<file path="config.mk">
export PLATFORM = sky130hd
export DESIGN_NAME = backoff_timer
export DESIGN_NICKNAME = d
export VERILOG_FILES = /design/src/rtl/backoff_pkg.sv /design/src/rtl/bo_lfsr.sv /design/src/rtl/bo_exp_select.sv /design/src/rtl/bo_prescaler.sv /design/src/rtl/bo_wait_counter.sv /design/src/rtl/backoff_timer.sv
export SDC_FILE = /design/constraint.sdc
export NUM_CORES = 1
export LEC_CHECK = 0
export BUFFER_PORTS_ARGS = -buffer_cell sky130_fd_sc_hd__buf_2
export CORE_UTILIZATION = 45
export DETAILED_ROUTE_END_ITERATION = 10
export GPL_TIMING_DRIVEN = 0
export PLACE_DENSITY = 0.61
export SLEW_MARGIN = 40
export SYNTH_ARGS = -nofsm -noshare
export SYNTH_HDL_FRONTEND = slang
export SYNTH_HIERARCHICAL = 1
export SYNTH_SLANG_ARGS = --single-unit
</file>
<file path="constraint.sdc">
create_clock -name clk -period 2.95 [get_ports clk]
set_input_delay 0.295 -clock clk [delete_from_list [all_inputs] [get_ports clk]]
set_output_delay 0.295 -clock clk [all_outputs]
set_load 0.05 [all_outputs]
</file>
<file path="src/rtl/backoff_pkg.sv">
// Shared constants and helpers for the backoff timer.
// Assumes a 2-bit limit setting with a fixed bit-count mapping.
package backoff_pkg;

    localparam int EXP_W = 4;

    // Map the limit setting to the largest number of random bits allowed.
    function automatic logic [EXP_W-1:0] limit_bits(input logic [1:0] sel);
        case (sel)
            2'b00:   limit_bits = EXP_W'(10);
            2'b01:   limit_bits = EXP_W'(8);
            2'b10:   limit_bits = EXP_W'(4);
            default: limit_bits = EXP_W'(1);
        endcase
    endfunction

endpackage

</file>
<file path="src/rtl/bo_lfsr.sv">
// Free-running Fibonacci LFSR used as the random source.
// Assumes SEED is nonzero and the taps describe a maximal-length polynomial.
module bo_lfsr #(
    parameter int          W     = 20,
    parameter int          TAP_A = 20,
    parameter int          TAP_B = 17,
    parameter logic [W-1:0] SEED = W'(1)
) (
    input  logic         clk,
    input  logic         rst_n,
    output logic [W-1:0] state_o
);

    logic [W-1:0] state_q;

    // Advance the shift register once per clock.
    always_ff @(posedge clk) begin
        if (!rst_n) state_q <= SEED;
        else        state_q <= {state_q[W-2:0], state_q[TAP_A-1] ^ state_q[TAP_B-1]};
    end

    assign state_o = state_q;

endmodule

</file>
<file path="src/rtl/bo_exp_select.sv">
// Combinational exponent, cap and mask selection.
// Assumes WAIT_W is the largest exponent allowed by the backoff rules.
module bo_exp_select
    import backoff_pkg::*;
#(
    parameter int RETRY_W = 5,
    parameter int WAIT_W  = 10
) (
    input  logic [RETRY_W-1:0] retry_i,
    input  logic [1:0]         limit_i,
    input  logic [WAIT_W-1:0]  rand_i,
    output logic [WAIT_W-1:0]  wait_o
);

    localparam int MAX_EXP = WAIT_W;

    logic [EXP_W-1:0]  exp_k;
    logic [EXP_W-1:0]  cap;
    logic [EXP_W-1:0]  nbits;
    logic [WAIT_W-1:0] mask;

    // Clamp the retry count, apply the limit cap and mask the random bits.
    always_comb begin
        if (retry_i > RETRY_W'(MAX_EXP)) exp_k = EXP_W'(MAX_EXP);
        else                             exp_k = EXP_W'(retry_i);
        cap   = limit_bits(limit_i);
        nbits = (exp_k < cap) ? exp_k : cap;
        mask  = ~({WAIT_W{1'b1}} << nbits);
        wait_o = rand_i & mask;
    end

endmodule

</file>
<file path="src/rtl/bo_prescaler.sv">
// Divides bit-time ticks into slot-time ticks.
// Assumes restart has priority and that counting happens only while enabled.
module bo_prescaler #(
    parameter int SLOT_BITS = 512
) (
    input  logic clk,
    input  logic rst_n,
    input  logic restart_i,
    input  logic enable_i,
    input  logic bit_tick_i,
    output logic slot_tick_o
);

    localparam int PRE_W = $clog2(SLOT_BITS);
    localparam logic [PRE_W-1:0] LAST = PRE_W'(SLOT_BITS - 1);

    logic [PRE_W-1:0] cnt_q;

    // Count bit ticks within the current slot, wrapping at the slot end.
    always_ff @(posedge clk) begin
        if (!rst_n)                        cnt_q <= '0;
        else if (restart_i)                cnt_q <= '0;
        else if (enable_i && bit_tick_i)   cnt_q <= (cnt_q == LAST) ? '0 : cnt_q + 1'b1;
    end

    assign slot_tick_o = enable_i && bit_tick_i && !restart_i && (cnt_q == LAST);

endmodule

</file>
<file path="src/rtl/bo_wait_counter.sv">
// Holds the remaining wait and issues the done pulse.
// Assumes load has priority over counting and over completion.
module bo_wait_counter #(
    parameter int WAIT_W = 10
) (
    input  logic              clk,
    input  logic              rst_n,
    input  logic              load_i,
    input  logic [WAIT_W-1:0] load_val_i,
    input  logic              slot_tick_i,
    output logic              busy_o,
    output logic [WAIT_W-1:0] count_o,
    output logic              done_o
);

    logic              active_q;
    logic [WAIT_W-1:0] cnt_q;
    logic              done_q;

    // Load, count down per slot, and finish one clock after reaching zero.
    always_ff @(posedge clk) begin
        if (!rst_n) begin
            active_q <= 1'b0;
            cnt_q    <= '0;
            done_q   <= 1'b0;
        end else begin
            done_q <= 1'b0;
            if (load_i) begin
                active_q <= 1'b1;
                cnt_q    <= load_val_i;
            end else if (active_q) begin
                if (cnt_q == '0) begin
                    done_q   <= 1'b1;
                    active_q <= 1'b0;
                end else if (slot_tick_i) begin
                    cnt_q <= cnt_q - 1'b1;
                end
            end
        end
    end

    assign busy_o  = active_q;
    assign count_o = cnt_q;
    assign done_o  = done_q;

endmodule

</file>
<file path="src/rtl/backoff_timer.sv">
// Top level: truncated exponential backoff timer for a half-duplex MAC.
// Assumes collision_i is a one-cycle strobe and bit_tick_i pulses once per bit time.
module backoff_timer #(
    parameter int RETRY_W   = 5,
    parameter int WAIT_W    = 10,
    parameter int LFSR_W    = 20,
    parameter int SLOT_BITS = 512
) (
    input  logic               clk,
    input  logic               rst_n,
    input  logic               collision_i,
    input  logic [RETRY_W-1:0] retry_cnt_i,
    input  logic [1:0]         limit_sel_i,
    input  logic               bit_tick_i,
    output logic               busy_o,
    output logic [WAIT_W-1:0]  wait_slots_o,
    output logic               done_o
);

    logic [LFSR_W-1:0] lfsr_q;
    logic [WAIT_W-1:0] new_wait;
    logic              slot_tick;

    bo_lfsr #(
        .W     (LFSR_W),
        .TAP_A (20),
        .TAP_B (17),
        .SEED  (LFSR_W'(1))
    ) lfsr_i (
        .clk     (clk),
        .rst_n   (rst_n),
        .state_o (lfsr_q)
    );

    bo_exp_select #(
        .RETRY_W (RETRY_W),
        .WAIT_W  (WAIT_W)
    ) sel_i (
        .retry_i (retry_cnt_i),
        .limit_i (limit_sel_i),
        .rand_i  (lfsr_q[WAIT_W-1:0]),
        .wait_o  (new_wait)
    );

    bo_prescaler #(
        .SLOT_BITS (SLOT_BITS)
    ) pre_i (
        .clk         (clk),
        .rst_n       (rst_n),
        .restart_i   (collision_i),
        .enable_i    (busy_o),
        .bit_tick_i  (bit_tick_i),
        .slot_tick_o (slot_tick)
    );

    bo_wait_counter #(
        .WAIT_W (WAIT_W)
    ) cnt_i (
        .clk         (clk),
        .rst_n       (rst_n),
        .load_i      (collision_i),
        .load_val_i  (new_wait),
        .slot_tick_i (slot_tick),
        .busy_o      (busy_o),
        .count_o     (wait_slots_o),
        .done_o      (done_o)
    );

endmodule

</file>
### Word level (Yosys, flattened, before mapping)

Cells that the tools add are included.

| word-level totals | value |
|---|---|
| input port bits | 11 |
| output and inout port bits | 12 |
| flip-flop bits (word level) | 41 |

| operators by class | value |
|---|---|
| equality and inequality tests | 4 |
| bitwise gates (word level) | 5 |
| mux-type cells | 12 |
| shift-type cells | 1 |
| add/sub/neg operators | 2 |
| magnitude comparators | 2 |
| reductions and logical operators | 11 |

Operators with widths:

| cell | count |
|---|---|
| $mux 10 | 4 |
| $pmux 4 s3 | 1 |
| $and 10x10->10 | 1 |
| $logic_not 10->1 | 1 |
| $not 10->10 | 1 |
| $shl 10x4->10 const A | 1 |
| $sub 10x1->10 const B | 1 |
| $add 9x1->9 const B | 1 |
| $eq 9x9->1 const B | 1 |
| $mux 9 | 1 |
| $mux 4 | 2 |
| $gt 5x4->1 const B | 1 |
| $lt 4x4->1 | 1 |
| $mux 1 | 4 |
| $reduce_bool 2->1 | 2 |
| $logic_and 1x1->1 | 3 |
| $reduce_and 3->1 | 1 |
| $reduce_or 3->1 | 1 |
| $eq 2x1->1 const B | 1 |
| $eq 2x2->1 const B | 1 |
| $logic_not 2->1 | 1 |
| $ne 2x2->1 const B | 1 |
| $not 1->1 | 2 |
| $reduce_or 2->1 | 1 |
| other kinds (2) | 2 |

### Longest topological paths before layout

Gate-level depths: netlist (run 1).

| depth | value |
|---|---|
| depth in word-level cells | 8 |
| gate-level depth with buffers | 10 |
| mapped depth without buffers | 10 |

### By module

Netlist (run 1), hierarchy kept.

By module, submodules not included:

| module | area an instance (um^2) | times used | cells each |
|---|---|---|---|
| bo_wait_counter | 666.9 | 1 | 72 |
| bo_lfsr | 564.3 | 1 | 43 |
| bo_prescaler | 460.4 | 1 | 55 |
| bo_exp_select | 330.3 | 1 | 52 |

### Least setup slack after synthesis (run 1)

No wires, ideal clock.

| timing | value |
|---|---|
| kind | input to register |
| start | input port retry_cnt_i[3] |
| end | register cnt_i.cnt_q[9] (netlist: cnt_i/count_o[9]) |
| setup slack | 708 ps |
| data required time | 2818 ps |
| arrival time | 2109 ps |
| buffers on the path | 0 |
| cell stages on the path | 9 |
| cells stage by stage | nor2_1 > inv_1 > ha_1 > a2111o_1 > o31a_1 > mux2_4 > and3_1 > o21ai_0 > a21oi_1 |

| between the ends | value |
|---|---|
| cells in the longest elaborated chain, start to end | 8 |

Ends and longest elaborated chain:

| what | line | source |
|---|---|---|
| start, declared | backoff_timer.sv:12 | `input logic [RETRY_W-1:0] retry_cnt_i,` |
| $gt 5x4->1 | bo_exp_select.sv:24 | `if (retry_i > RETRY_W'(MAX_EXP)) exp_k = EXP_W'(MAX_EXP);` |
| $mux 4 (*) | bo_exp_select.sv:24 |  |
| $lt 4x4->1 | bo_exp_select.sv:27 | `nbits = (exp_k < cap) ? exp_k : cap;` |
| $mux 4 (*) | bo_exp_select.sv:27 |  |
| $shl 10x4->10 (*) | bo_exp_select.sv:28 | `mask = ~({WAIT_W{1'b1}} << nbits);` |
| $not 10->10 (*) | bo_exp_select.sv:28 |  |
| $and 10x10->10 (*) | bo_exp_select.sv:29 | `wait_o = rand_i & mask;` |
| via new_wait[9] | backoff_timer.sv:21 | `logic [WAIT_W-1:0] new_wait;` |
| $mux 10 (*) | bo_wait_counter.sv:28 | `if (load_i) begin` |
| end signal, assigned | bo_wait_counter.sv:30 | `cnt_q <= load_val_i;` |
| end signal, assigned | bo_wait_counter.sv:36 | `cnt_q <= cnt_q - 1'b1;` |
| end, declared | bo_wait_counter.sv:17 | `logic [WAIT_W-1:0] cnt_q;` |

Mark *: on every way through the listed nets, which the timed path passes. The rest lies on a longest branch.
A chain may end at the register's enable or synchronous reset.

### Worst setup path after layout (run 1)

| timing | value |
|---|---|
| start | register pre_i.cnt_q[0] |
| end | register cnt_i.cnt_q[7] (netlist: cnt_i/count_o[7]) |

| between the ends | value |
|---|---|
| cells in the longest elaborated chain, start to end | 4 |

Ends and longest elaborated chain:

| what | line | source |
|---|---|---|
| start, declared | bo_prescaler.sv:17 | `logic [PRE_W-1:0] cnt_q;` |
| start signal, assigned | bo_prescaler.sv:23 | `else if (enable_i && bit_tick_i) cnt_q <= (cnt_q == LAST) ? '0 : cnt_q + 1'b1;` |
| $eq 9x9->1 | bo_prescaler.sv:26 | `assign slot_tick_o = enable_i && bit_tick_i && !restart_i && (cnt_q == LAST);` |
| $logic_and 1x1->1 | bo_prescaler.sv:26 |  |
| via slot_tick | backoff_timer.sv:22 | `logic slot_tick;` |
| $reduce_bool 2->1 (no line) | -- |  |
| $reduce_and 3->1 (no line) | -- |  |

The timed path passes the listed nets, and every way through them passes these cells.

==> impl_metrics.json, run 1 <==
{
  "dieArea_um2": 4770,
  "min_period_ns": 2.43,
  "final_layout_size_suffix_gt1_share_pct": 21.0,
  "p_int_mw": 0.786,
  "finalSetupTns_ns": 0,
  "grtUsageTotal_pct": 17.1,
  "fin_nets": 270,
  "gp_congestion": 0.814,
  "power_density_nw_per_um2": 477,
  "cts_tree": "done",
  "seq_area_frac_synth_pct": 40.6,
  "ys_warn_count": 6,
  "tightest_slew_ns": 0.638,
  "drtIter0Drc": 82,
  "io_buffers": 22,
  "min_to": "cnt_i/done_o",
  "syn_nets": 241,
  "hpwl_mm": 2.86,
  "path_max_fanout": 5,
  "period_share_pct": 82.4,
  "drt-total-wl_mm": 3.81,
  "synth_top_area_share_pct": 40.6,
  "startpoint_type": "flip-flop",
  "ys_types": 51,
  "synthFlopType": "dfxtp_1",
  "hold_start": "collision_i",
  "power_frac_comb_pct": 14.7,
  "post_cts_buffers": 0,
  "grt_overflow": 0,
  "worstReg2RegEnd": "cnt_i/count_o[7]",
  "clock_sinks": 41,
  "synthCells": 222,
  "clk_path_buf_depth": 2,
  "r2r-start": "pre_i/cnt_q[0]",
  "clock_skew_ns": 0.00664,
  "chipWidth_um": 69.0,
  "synth.largest_area_cell": "dfxtp_1",
  "power.share.clock_pct": 31.9,
  "netlist_top_cells_area": "dfxtp_1 41%, a21oi_1 5.0%, ha_1 5.0%",
  "ioPinCount": 23,
  "multi_input_area_um2": 1120,
  "core-area_um2": 4320,
  "drt-pass1-iter-count": 4,
  "route.detailed.drc": 0,
  "switching_share_pct": 27.7,
  "hold_depth": 2,
  "finalMaxSlewViolations": 0,
  "die_y_um": 69.0,
  "holdBufCountCts": 0,
  "postSynthAreaPerCell_um2": 9.11,
  "fin_area_um2": 2280,
  "r2r_cells": 10,
  "run_status": "complete, no violations",
  "power.leakage_nw": 0.878,
  "setup-violations-final": 0,
  "max-cap-violations": 0,
  "path_clk_slew_ns": 0.08,
  "worstSetupPathType": "reg2reg",
  "dpl_cell_area_um2": 2200,
  "pwr-share-seq_pct": 53.5,
  "numCtsBuffers": 5,
  "vias": 1613,
  "cts_root_buf": "clkbuf_8",
  "min-delay-path-class": "in2reg",
  "regArea_um2": 821,
  "post_cts_resized": 0,
  "rows": 24,
  "rrSetupSlack_ns": 0.52,
  "arrival_ns": 2.59,
  "grt_pass1_wl_mm": 6.61,
  "async_flop_share_pct": 0,
  "syn_to_final_growth_pct": 12.7,
  "diodes": 0,
  "cp-end-kind": "flip-flop",
  "nFillCells": 441,
  "ir_worst_vdd_uv": 296,
  "critPathRequiredTime_ns": 3.11,
  "max_freq_mhz": 411,
  "via_per_inst": 5.31,
  "wl_per_cell_um": 12.5,
  "ant_nets": 0,
  "power.switching_mw": 0.301,
  "hold_viol": 0,
  "initial_core_util_pct": 46.8,
  "antenna_found_initial": 0,
  "syn_area_um2": 2020,
  "slew_headroom_pct": 57.1,
  "synth_seq_cells": 41,
  "clock_latency_ns": 0.28,
  "rsz0062_at_grt": "false",
  "htree_levels": 2,
  "synth-edff-count": 0,
  "grt_max_degree": 13,
  "grt_pass1_vias": 1433
}
## critical path, stage by stage (launching register included)
cell and delay, ns:
dfxtp_1 0.38, ha_1 0.21, nand3_1 0.08, nor2_1 0.15, ha_1 0.20, nand3_1 0.11, nor2_1 0.21, nand4bb_1 0.28
a2111oi_2 0.44, xnor2_1 0.16, a21oi_1 0.08
## cell usage after synthesis (2+ instances only)
library cell / number
dfxtp_1: 41
a21oi_1: 20
nand2_1: 18
o21ai_0: 15
and2_1: 14
nand3_1: 10
nor2_1: 9
xnor2_1: 9
and2_2: 8
ha_1: 8
inv_1: 6
nor3_1: 5
clkbuf_1: 4
o31ai_1: 4
or3_1: 4
buf_6: 3
nand2b_1: 3
o21ai_1: 3
or4_1: 3
a2111oi_2: 2
a31oi_1: 2
nor2b_1: 2
## registers in the layout, summed over array words and instances (netlist names)
register        flops
cnt_i/done_o        1
lfsr_i/state_o     20
cnt_i/busy_o        1
pre_i/cnt_q         9
cnt_i/count_o      10
## placed cells by master (no fill, tap or decap), drive strengths merged, types with 3 or more instances in the layout
| master | count |
|---|---|
| a2111oi | 3 |
| a21oi | 20 |
| a31oi | 3 |
| and2 | 22 |
| buf | 26 |
| clkbuf | 10 |
| dfxtp | 41 |
| ha | 8 |
| inv | 7 |
| nand2 | 18 |
| nand2b | 3 |
| nand3 | 10 |
| nor2 | 9 |
| nor3 | 5 |
| o21ai | 18 |
| o31ai | 4 |
| or3 | 5 |
| or4 | 4 |
| xnor2 | 9 |
## power by group through the flow
stage | clock network, mW | registers [mW] | logic (mW)
after floorplan | 0 | 0.621 | 0.0888
after global placement | 0 | 0.594 | 0.159
after detailed placement | 0 | 0.594 | 0.160
after CTS | 0.360 | 0.581 | 0.160
after global routing | 0.380 | 0.584 | 0.174
final | 0.346 | 0.581 | 0.159
## stage by stage
stage               util [%]  hold slack [ns]  power, mW  setup WS (ns)  std cells
finish                  52.7            0.277       1.09          0.518        304
global route            52.7            0.281       1.14          0.294        304
CTS                     52.7            0.256       1.10          0.533        304
floorplan                  -            0.372      0.710          0.708        222
global placement        50.8            0.413      0.753          0.331        296
detailed placement      50.8            0.416      0.754          0.346        296
## per-layer routing
| layer | vias up | global-route usage (%) | part of all wire (%) |
|---|---|---|---|
| met5 | - | 0 | 0 |
| met4 | 0 | 7.48 | 1.4 |
| met3 | 6 | 3.22 | 4.5 |
| met2 | 29 | 25.2 | 43 |
| met1 | 730 | 24.2 | 51 |
| li1 | 848 | - | - |
## cell families after synthesis
kind of cell,Yosys count,share of synthesized area [%]
flip-flops,41,40.6
AO/OA/AOI/OAI,58,18.4
XOR/XNOR,10,4.33
multiplexers,3,1.79
adder cells (fa/ha/maj),8,4.95
buffers and inverters,15,3.96
AND/OR/NAND/NOR,87,26.0
## layout make-up
cell class | instances | area share, %
buffer | 8 | 2.36
inverter | 7 | 1.15
tap | 52 | 2.85
clock buffer | 6 | 3.18
timing repair buffer | 22 | 4.83
multi-input combinational | 166 | 49.2
sequential | 41 | 36.0
clock inverter | 2 | 0.439
## worst max-delay path by stage
stage / endpoint / start / cells after the start / slack (ns)
after floorplan: cnt_i/count_o[9] / retry_cnt_i[3] / 9 / 0.71
after global placement: cnt_i/count_o[9] / retry_cnt_i[3] / 10 / 0.33
after detailed placement: cnt_i/count_o[9] / retry_cnt_i[3] / 10 / 0.35
after CTS: cnt_i/count_o[7] / pre_i/cnt_q[0] / 10 / 0.53
after global routing: cnt_i/count_o[7] / pre_i/cnt_q[0] / 10 / 0.29
final: cnt_i/count_o[7] / pre_i/cnt_q[0] / 10 / 0.52
(Power assumes the default switching activity.)
==> inputs of run 2 (changes only) <==
PLACE_DENSITY = 0.63   (was 0.61)
clock period = 2 ns   (was 2.95 ns; I/O delays follow)
==> run 2 against run 1 <==
Effect of this change:
- worst hold slack worse by 0.070 ns
- sequential share of layout area is 4.4 points lower
- first-iteration DRC count is 60% higher
- clock-buffer cell count is 1 lower
- cell count is 3.9% higher
- global-route usage is 0.85 points higher
- critical path type is now in2reg
- highest routed layer unchanged
- sequential power is 48% higher
- setup slack worse by 0.51 ns
- wire length is 7.7% higher
- non-clock buffer count is 12 higher
- via count is 4.4% higher
- register-to-register slack worse by 0.49 ns
==> impl_metrics.json, run 2 (synthesized netlist as in run 1, its figures left out) <==
{
  "run_status": "complete, no violations",
  "wl_per_cell_um": 13.0,
  "crit_chain": "buf_2 > nor2_4 > and2_1 > ha_2 > a2111o_1 > o31a_1 > mux2_4 > and3_1 > o21ai_1 > a21oi_1",
  "fin_area_um2": 2630,
  "min-delay-path-class": "in2reg",
  "worstSetupPathType": "in2reg",
  "numCtsBuffers": 5,
  "power.leakage_nw": 0.977,
  "cp-end-kind": "flip-flop",
  "final_layout_size_suffix_gt1_share_pct": 34.5,
  "die_y_um": 69.0,
  "nFillCells": 369,
  "pwr-share-seq_pct": 44.8,
  "max-cap-violations": 0,
  "hold_viol": 0,
  "multi_input_area_um2": 1320,
  "cts_root_buf": "clkbuf_8",
  "vias": 1684,
  "tightest_slew_ns": 0.906,
  "grt_overflow": 0,
  "critPathRequiredTime_ns": 2.16,
  "period_share_pct": 99.9,
  "dieArea_um2": 4770,
  "p_int_mw": 1.43,
  "arrival_ns": 2.16,
  "finalMaxSlewViolations": 0,
  "power.switching_mw": 0.487,
  "syn_to_final_growth_pct": 29.8,
  "core-area_um2": 4320,
  "rows": 24,
  "setup-violations-final": 0,
  "ioPinCount": 23,
  "io_buffers": 22,
  "grt_pass1_wl_mm": 6.95,
  "drt-pass1-iter-count": 4,
  "via_per_inst": 5.33,
  "fin_nets": 282,
  "cts_tree": "done",
  "clock_skew_ns": 0.00432,
  "drtIter0Drc": 131,
  "grt_max_degree": 14,
  "chipWidth_um": 69.0,
  "switching_share_pct": 25.4,
  "hpwl_mm": 2.87,
  "cpMaxStageDelayCell": "a2111o_1",
  "power.share.clock_pct": 40.7,
  "route.detailed.drc": 0,
  "htree_levels": 2,
  "rsz0062_at_grt": "true",
  "place_inst": 296,
  "min_period_ns": 2.00,
  "initial_core_util_pct": 46.8,
  "largest_reg_flops": 20,
  "clock_latency_ns": 0.29,
  "clk_path_buf_depth": 2,
  "power_density_nw_per_um2": 731,
  "grtUsageTotal_pct": 17.9,
  "diodes": 0,
  "final_common_cell": "dfxtp_1",
  "grt_pass1_vias": 1520,
  "path_clk_slew_ns": 0.08,
  "drt-total-wl_mm": 4.10,
  "clock_sinks": 41,
  "startpoint_type": "input port",
  "max_stage_delay_ns": 0.41,
  "gp_congestion": 0.890,
  "final_cell_mix": "35 x dfxtp_1, 23 x buf_2, 20 x a21oi_1",
  "path_max_fanout": 4,
  "ir_worst_vdd_uv": 554,
  "regArea_um2": 831,
  "utilization_pct": 60.7,
  "max_freq_mhz": 501,
  "antenna_found_initial": 0,
  "fin_cells": 316,
  "power_frac_comb_pct": 14.5,
  "dpl_cell_area_um2": 2260,
  "slew_headroom_pct": 39.1,
  "ant_nets": 0
}
-- run 2: cell types whose count changed in the layout (fill, tap and decap cells not counted), sizes merged --
cell,delta
clkinv,-1
bufinv,+2
buf,+12
clkbuf,-1
-- run 2: critical path, delay by kind of cell --
family / cells / cell delay (ns)
adders and majority gates: 1 / 0.20
muxes: 1 / 0.32
and+or+nand+nor: 3 / 0.40
buffers and inverters: 1 / 0.12
AOI/OAI and AO/OA: 4 / 0.91
-- run 2: final timing paths --
path	startpoint	end	slack [ns]	cells past startpoint
max reg2reg	pre_i/cnt_q[0]	cnt_i/count_o[9]	0.03	10
min	collision_i	cnt_i/done_o	0.21	2
min reg2reg	lfsr_i/state_o[17]	lfsr_i/state_o[18]	0.44	1
max	retry_cnt_i[4]	cnt_i/count_o[9]	0.003	10
-- run 2: power by group through the flow --
| stage | combinational, mW | sequential [mW] | clock, mW |
|---|---|---|---|
| 2_1_floorplan | 0.137 | 0.917 | 0 |
| 3_3_place_gp | 0.241 | 0.877 | 0 |
| 3_5_place_dp | 0.243 | 0.878 | 0 |
| 4_1_cts | 0.256 | 0.859 | 0.796 |
| 5_1_grt | 0.301 | 0.864 | 0.837 |
| 6_report | 0.277 | 0.860 | 0.781 |
-- run 2: final cells by class --
type,instances,area share [%]
plain buffers,8,2.05
clock buffers,5,2.62
clock inverters,3,2.48
inverters,7,1.00
multi-input cells,166,50.1
flip-flops and latches,41,31.6
well taps,52,2.48
repair buffers,34,7.63
-- run 2: layer usage --
metal	vias to the layer above	wire (um)	share of wire (%)	track usage, %
met5	-	0	0	0
met4	0	49	1.2	6.12
met3	5	137	3.3	4.53
met2	29	1830	45	26.1
met1	772	2080	51	25.6
li1	878	-	-	-
-- run 2: timing repair --
item	CTS	global route
endpoints found under the setup margin	8	9
resized for setup	11	14
endpoints found under the hold margin	0	0
pin swaps	7	8
hold buffers	0	0
buffers inserted	5	7
-- run 2: stage by stage --
stage	power, mW	setup slack, ns	hold WS [ns]	setup TNS (ns)
6_report	1.92	0.00288	0.207	0
5_1_grt	2.00	-0.116	0.208	-0.534
4_1_cts	1.91	-0.0257	0.195	-0.0358
3_5_place_dp	1.12	-0.334	0.424	-1.77
3_3_place_gp	1.12	-0.345	0.416	-1.87
2_1_floorplan	1.05	-0.0196	0.277	-0.0432
==> inputs of run 3 (changes only) <==
PLACE_DENSITY = 0.64   (was 0.63)
SYNTH_HIERARCHICAL = not set   (was 1)
==> run 3 against run 2 <==
Effect of this change:
- first-iteration DRC count down 64%
- via count shrank 4.8%
- wire length decreased by 1.5%
- largest power group unchanged
- register-to-register slack improved by 0.04 ns
- worst hold slack improved by 0.019 ns
==> impl_metrics.json, run 3 <==
{
  "p_int_mw": 1.23,
  "postSynthAreaPerCell_um2": 8.89,
  "power_density_nw_per_um2": 691,
  "clk_path_buf_depth": 2,
  "max-cap-violations": 0,
  "grt_overflow": 0,
  "synth.largest_area_cell": "dfxtp_1",
  "power.share.clock_pct": 32.5,
  "power_frac_comb_pct": 17.4,
  "power.leakage_nw": 0.968,
  "slew_headroom_pct": 66.5,
  "period_share_pct": 100,
  "pwr-share-seq_pct": 50.1,
  "largest_reg_flops": 20,
  "setup-violations-final": 0,
  "synth-edff-count": 0,
  "final_layout_size_suffix_gt1_share_pct": 29.1,
  "syn_area_um2": 1930,
  "min-delay-path-class": "in2reg",
  "clock_latency_ns": 0.29,
  "grt_max_degree": 13,
  "ys_warn_count": 0,
  "diodes": 0,
  "drt-pass1-iter-count": 4,
  "utilization_pct": 60.1,
  "rsz0062_at_grt": "true",
  "run_status": "complete, no violations",
  "numCtsBuffers": 5,
  "ant_nets": 0,
  "final_common_cell": "dfxtp_1",
  "drtIter0Drc": 47,
  "path_clk_slew_ns": 0.08,
  "vias": 1603,
  "max_freq_mhz": 500,
  "die_y_um": 67.5,
  "synth_common_cells": "41 x dfxtp_1, 21 x nand2_1, 20 x and2_1",
  "seq_area_frac_synth_pct": 42.6,
  "core-area_um2": 4060,
  "gp_congestion": 0.752,
  "ioPinCount": 23,
  "via_per_inst": 5.27,
  "switching_share_pct": 27.1,
  "netlist_top_cells_area": "dfxtp_1 43%, and2_1 6.5%, ha_1 4.5%",
  "hpwl_mm": 2.78,
  "syn_to_final_growth_pct": 26.5,
  "drt-total-wl_mm": 4.04,
  "ys_types": 45,
  "path_max_fanout": 4,
  "startpoint_type": "input port",
  "worstSetupPathType": "in2reg",
  "grt_pass1_vias": 1462,
  "arrival_ns": 2.19,
  "post-synth-top-count-cell": "dfxtp_1",
  "tightest_slew_ns": 0.499,
  "cp-end-kind": "flip-flop",
  "synthCells": 217,
  "clock_sinks": 41,
  "cts_root_buf": "clkbuf_8",
  "io_buffers": 22,
  "clock_skew_ns": 0.0110,
  "fin_cells": 304,
  "async_flop_share_pct": 0,
  "critPathRequiredTime_ns": 2.19,
  "nFillCells": 359,
  "wl_per_cell_um": 13.3,
  "antenna_found_initial": 0,
  "route.detailed.drc": 0,
  "cts_tree": "done",
  "hold_viol": 0,
  "synth_top_area_share_pct": 42.6,
  "dieArea_um2": 4550,
  "synth_seq_cells": 41,
  "syn_nets": 235,
  "grt_pass1_wl_mm": 6.32,
  "htree_levels": 2,
  "fin_nets": 272,
  "min_period_ns": 2.00,
  "final_cell_mix": "34 x dfxtp_1, 21 x buf_2, 20 x and2_1",
  "place_inst": 289,
  "chipWidth_um": 67.5,
  "ir_worst_vdd_uv": 384,
  "finalMaxSlewViolations": 0,
  "grtUsageTotal_pct": 18.9,
  "initial_core_util_pct": 47.5,
  "synthFlopType": "dfxtp_1",
  "rows": 23,
  "power.switching_mw": 0.456
}
-- run 3: changes by cell type after synthesis, moves of 7 or more --
cell	previous run	this run
nand3_1	10	3
and2_2	8	0
nor3_1	5	12
o21ai_0	15	8
xor2_1	1	8
a21oi_1	20	11
-- run 3: kinds of logic (layout without fill, tap and decap cells) --
group                      Yosys count  count (layout)  share of synthesized area (%)
AOI/OAI and AO/OA                   37              37                           12.1
xor gates and xnor gates            14              14                           6.36
adders and majority gates            7               7                           4.54
buffers and inverters               13              50                           3.24
DFF                                 41              41                           42.6
muxes                                4               4                           2.34
and+or+nand+nor                    101             101                           28.9
-- run 3: cell type report --
cell class,instances,area [um2],share of cell area (%)
clock buffer,6,82.6,3.39
sequential,41,832,34.1
clock inverter,1,7.51,0.308
multi-input combinational,163,1200,49.4
tap,50,62.6,2.57
timing repair buffer,30,186,7.64
buffer,8,43.8,1.80
inverter,5,18.8,0.770
-- run 3: routing by layer --
| layer | track usage, % | vias up | routed length, um |
|---|---|---|---|
| li1 | - | 823 | - |
| met1 | 22.9 | 741 | 1990 |
| met2 | 30.6 | 33 | 1850 |
| met3 | 5.41 | 6 | 148 |
| met4 | 8.78 | 0 | 53 |
| met5 | 0 | - | 0 |
-- run 3: critical path: stages --
cell,delay [ns]
buf_8,0.10
a211o_1,0.33
ha_4,0.19
or3_4,0.37
a21oi_4,0.19
a21oi_4,0.07
mux2_4,0.32
a211o_1,0.27
and3_1,0.16
-- run 3: path summary, 6_finish.rpt --
path / from / to / slack (ns) / depth (start not counted)
worst max-delay path: retry_cnt_i[2] / cnt_i.count_o[2] / 0.0002 / 9
worst min-delay path: bit_tick_i / pre_i.cnt_q[1] / 0.23 / 4
worst max register to register: cnt_i.count_o[5] / cnt_i.count_o[6] / 0.07 / 6
worst min register to register: lfsr_i.state_o[13] / lfsr_i.state_o[14] / 0.43 / 1
-- run 3: metrics by stage --
step	power (mW)	setup slack [ns]	TNS (ns)	instance area (um2)	hold slack (ns)
after floorplan	1.03	-0.170	-0.217	1930	0.397
after global placement	1.09	-0.406	-2.57	2100	0.415
after detailed placement	1.09	-0.420	-2.55	2100	0.420
after CTS	1.66	0.00571	0	2290	0.216
after global routing	1.76	-0.0468	-0.122	2440	0.221
final	1.68	0.000155	0	2440	0.226
-- run 3: timing repair --
action,4_1_cts,5_1_grt
hold buffers,0,0
gates resized for setup,16,24
setup buffers,3,5
endpoints found under the setup margin,7,10
pin swaps,5,7
-- run 3: power groups by stage --
stage                     combinational [mW]  sequential (mW)  clock (mW)
after floorplan                        0.142            0.891           0
after detailed placement               0.227            0.863           0
after global routing                   0.315            0.847       0.594
final                                  0.293            0.845       0.547
after global placement                 0.226            0.863           0
after CTS                              0.254            0.845       0.559
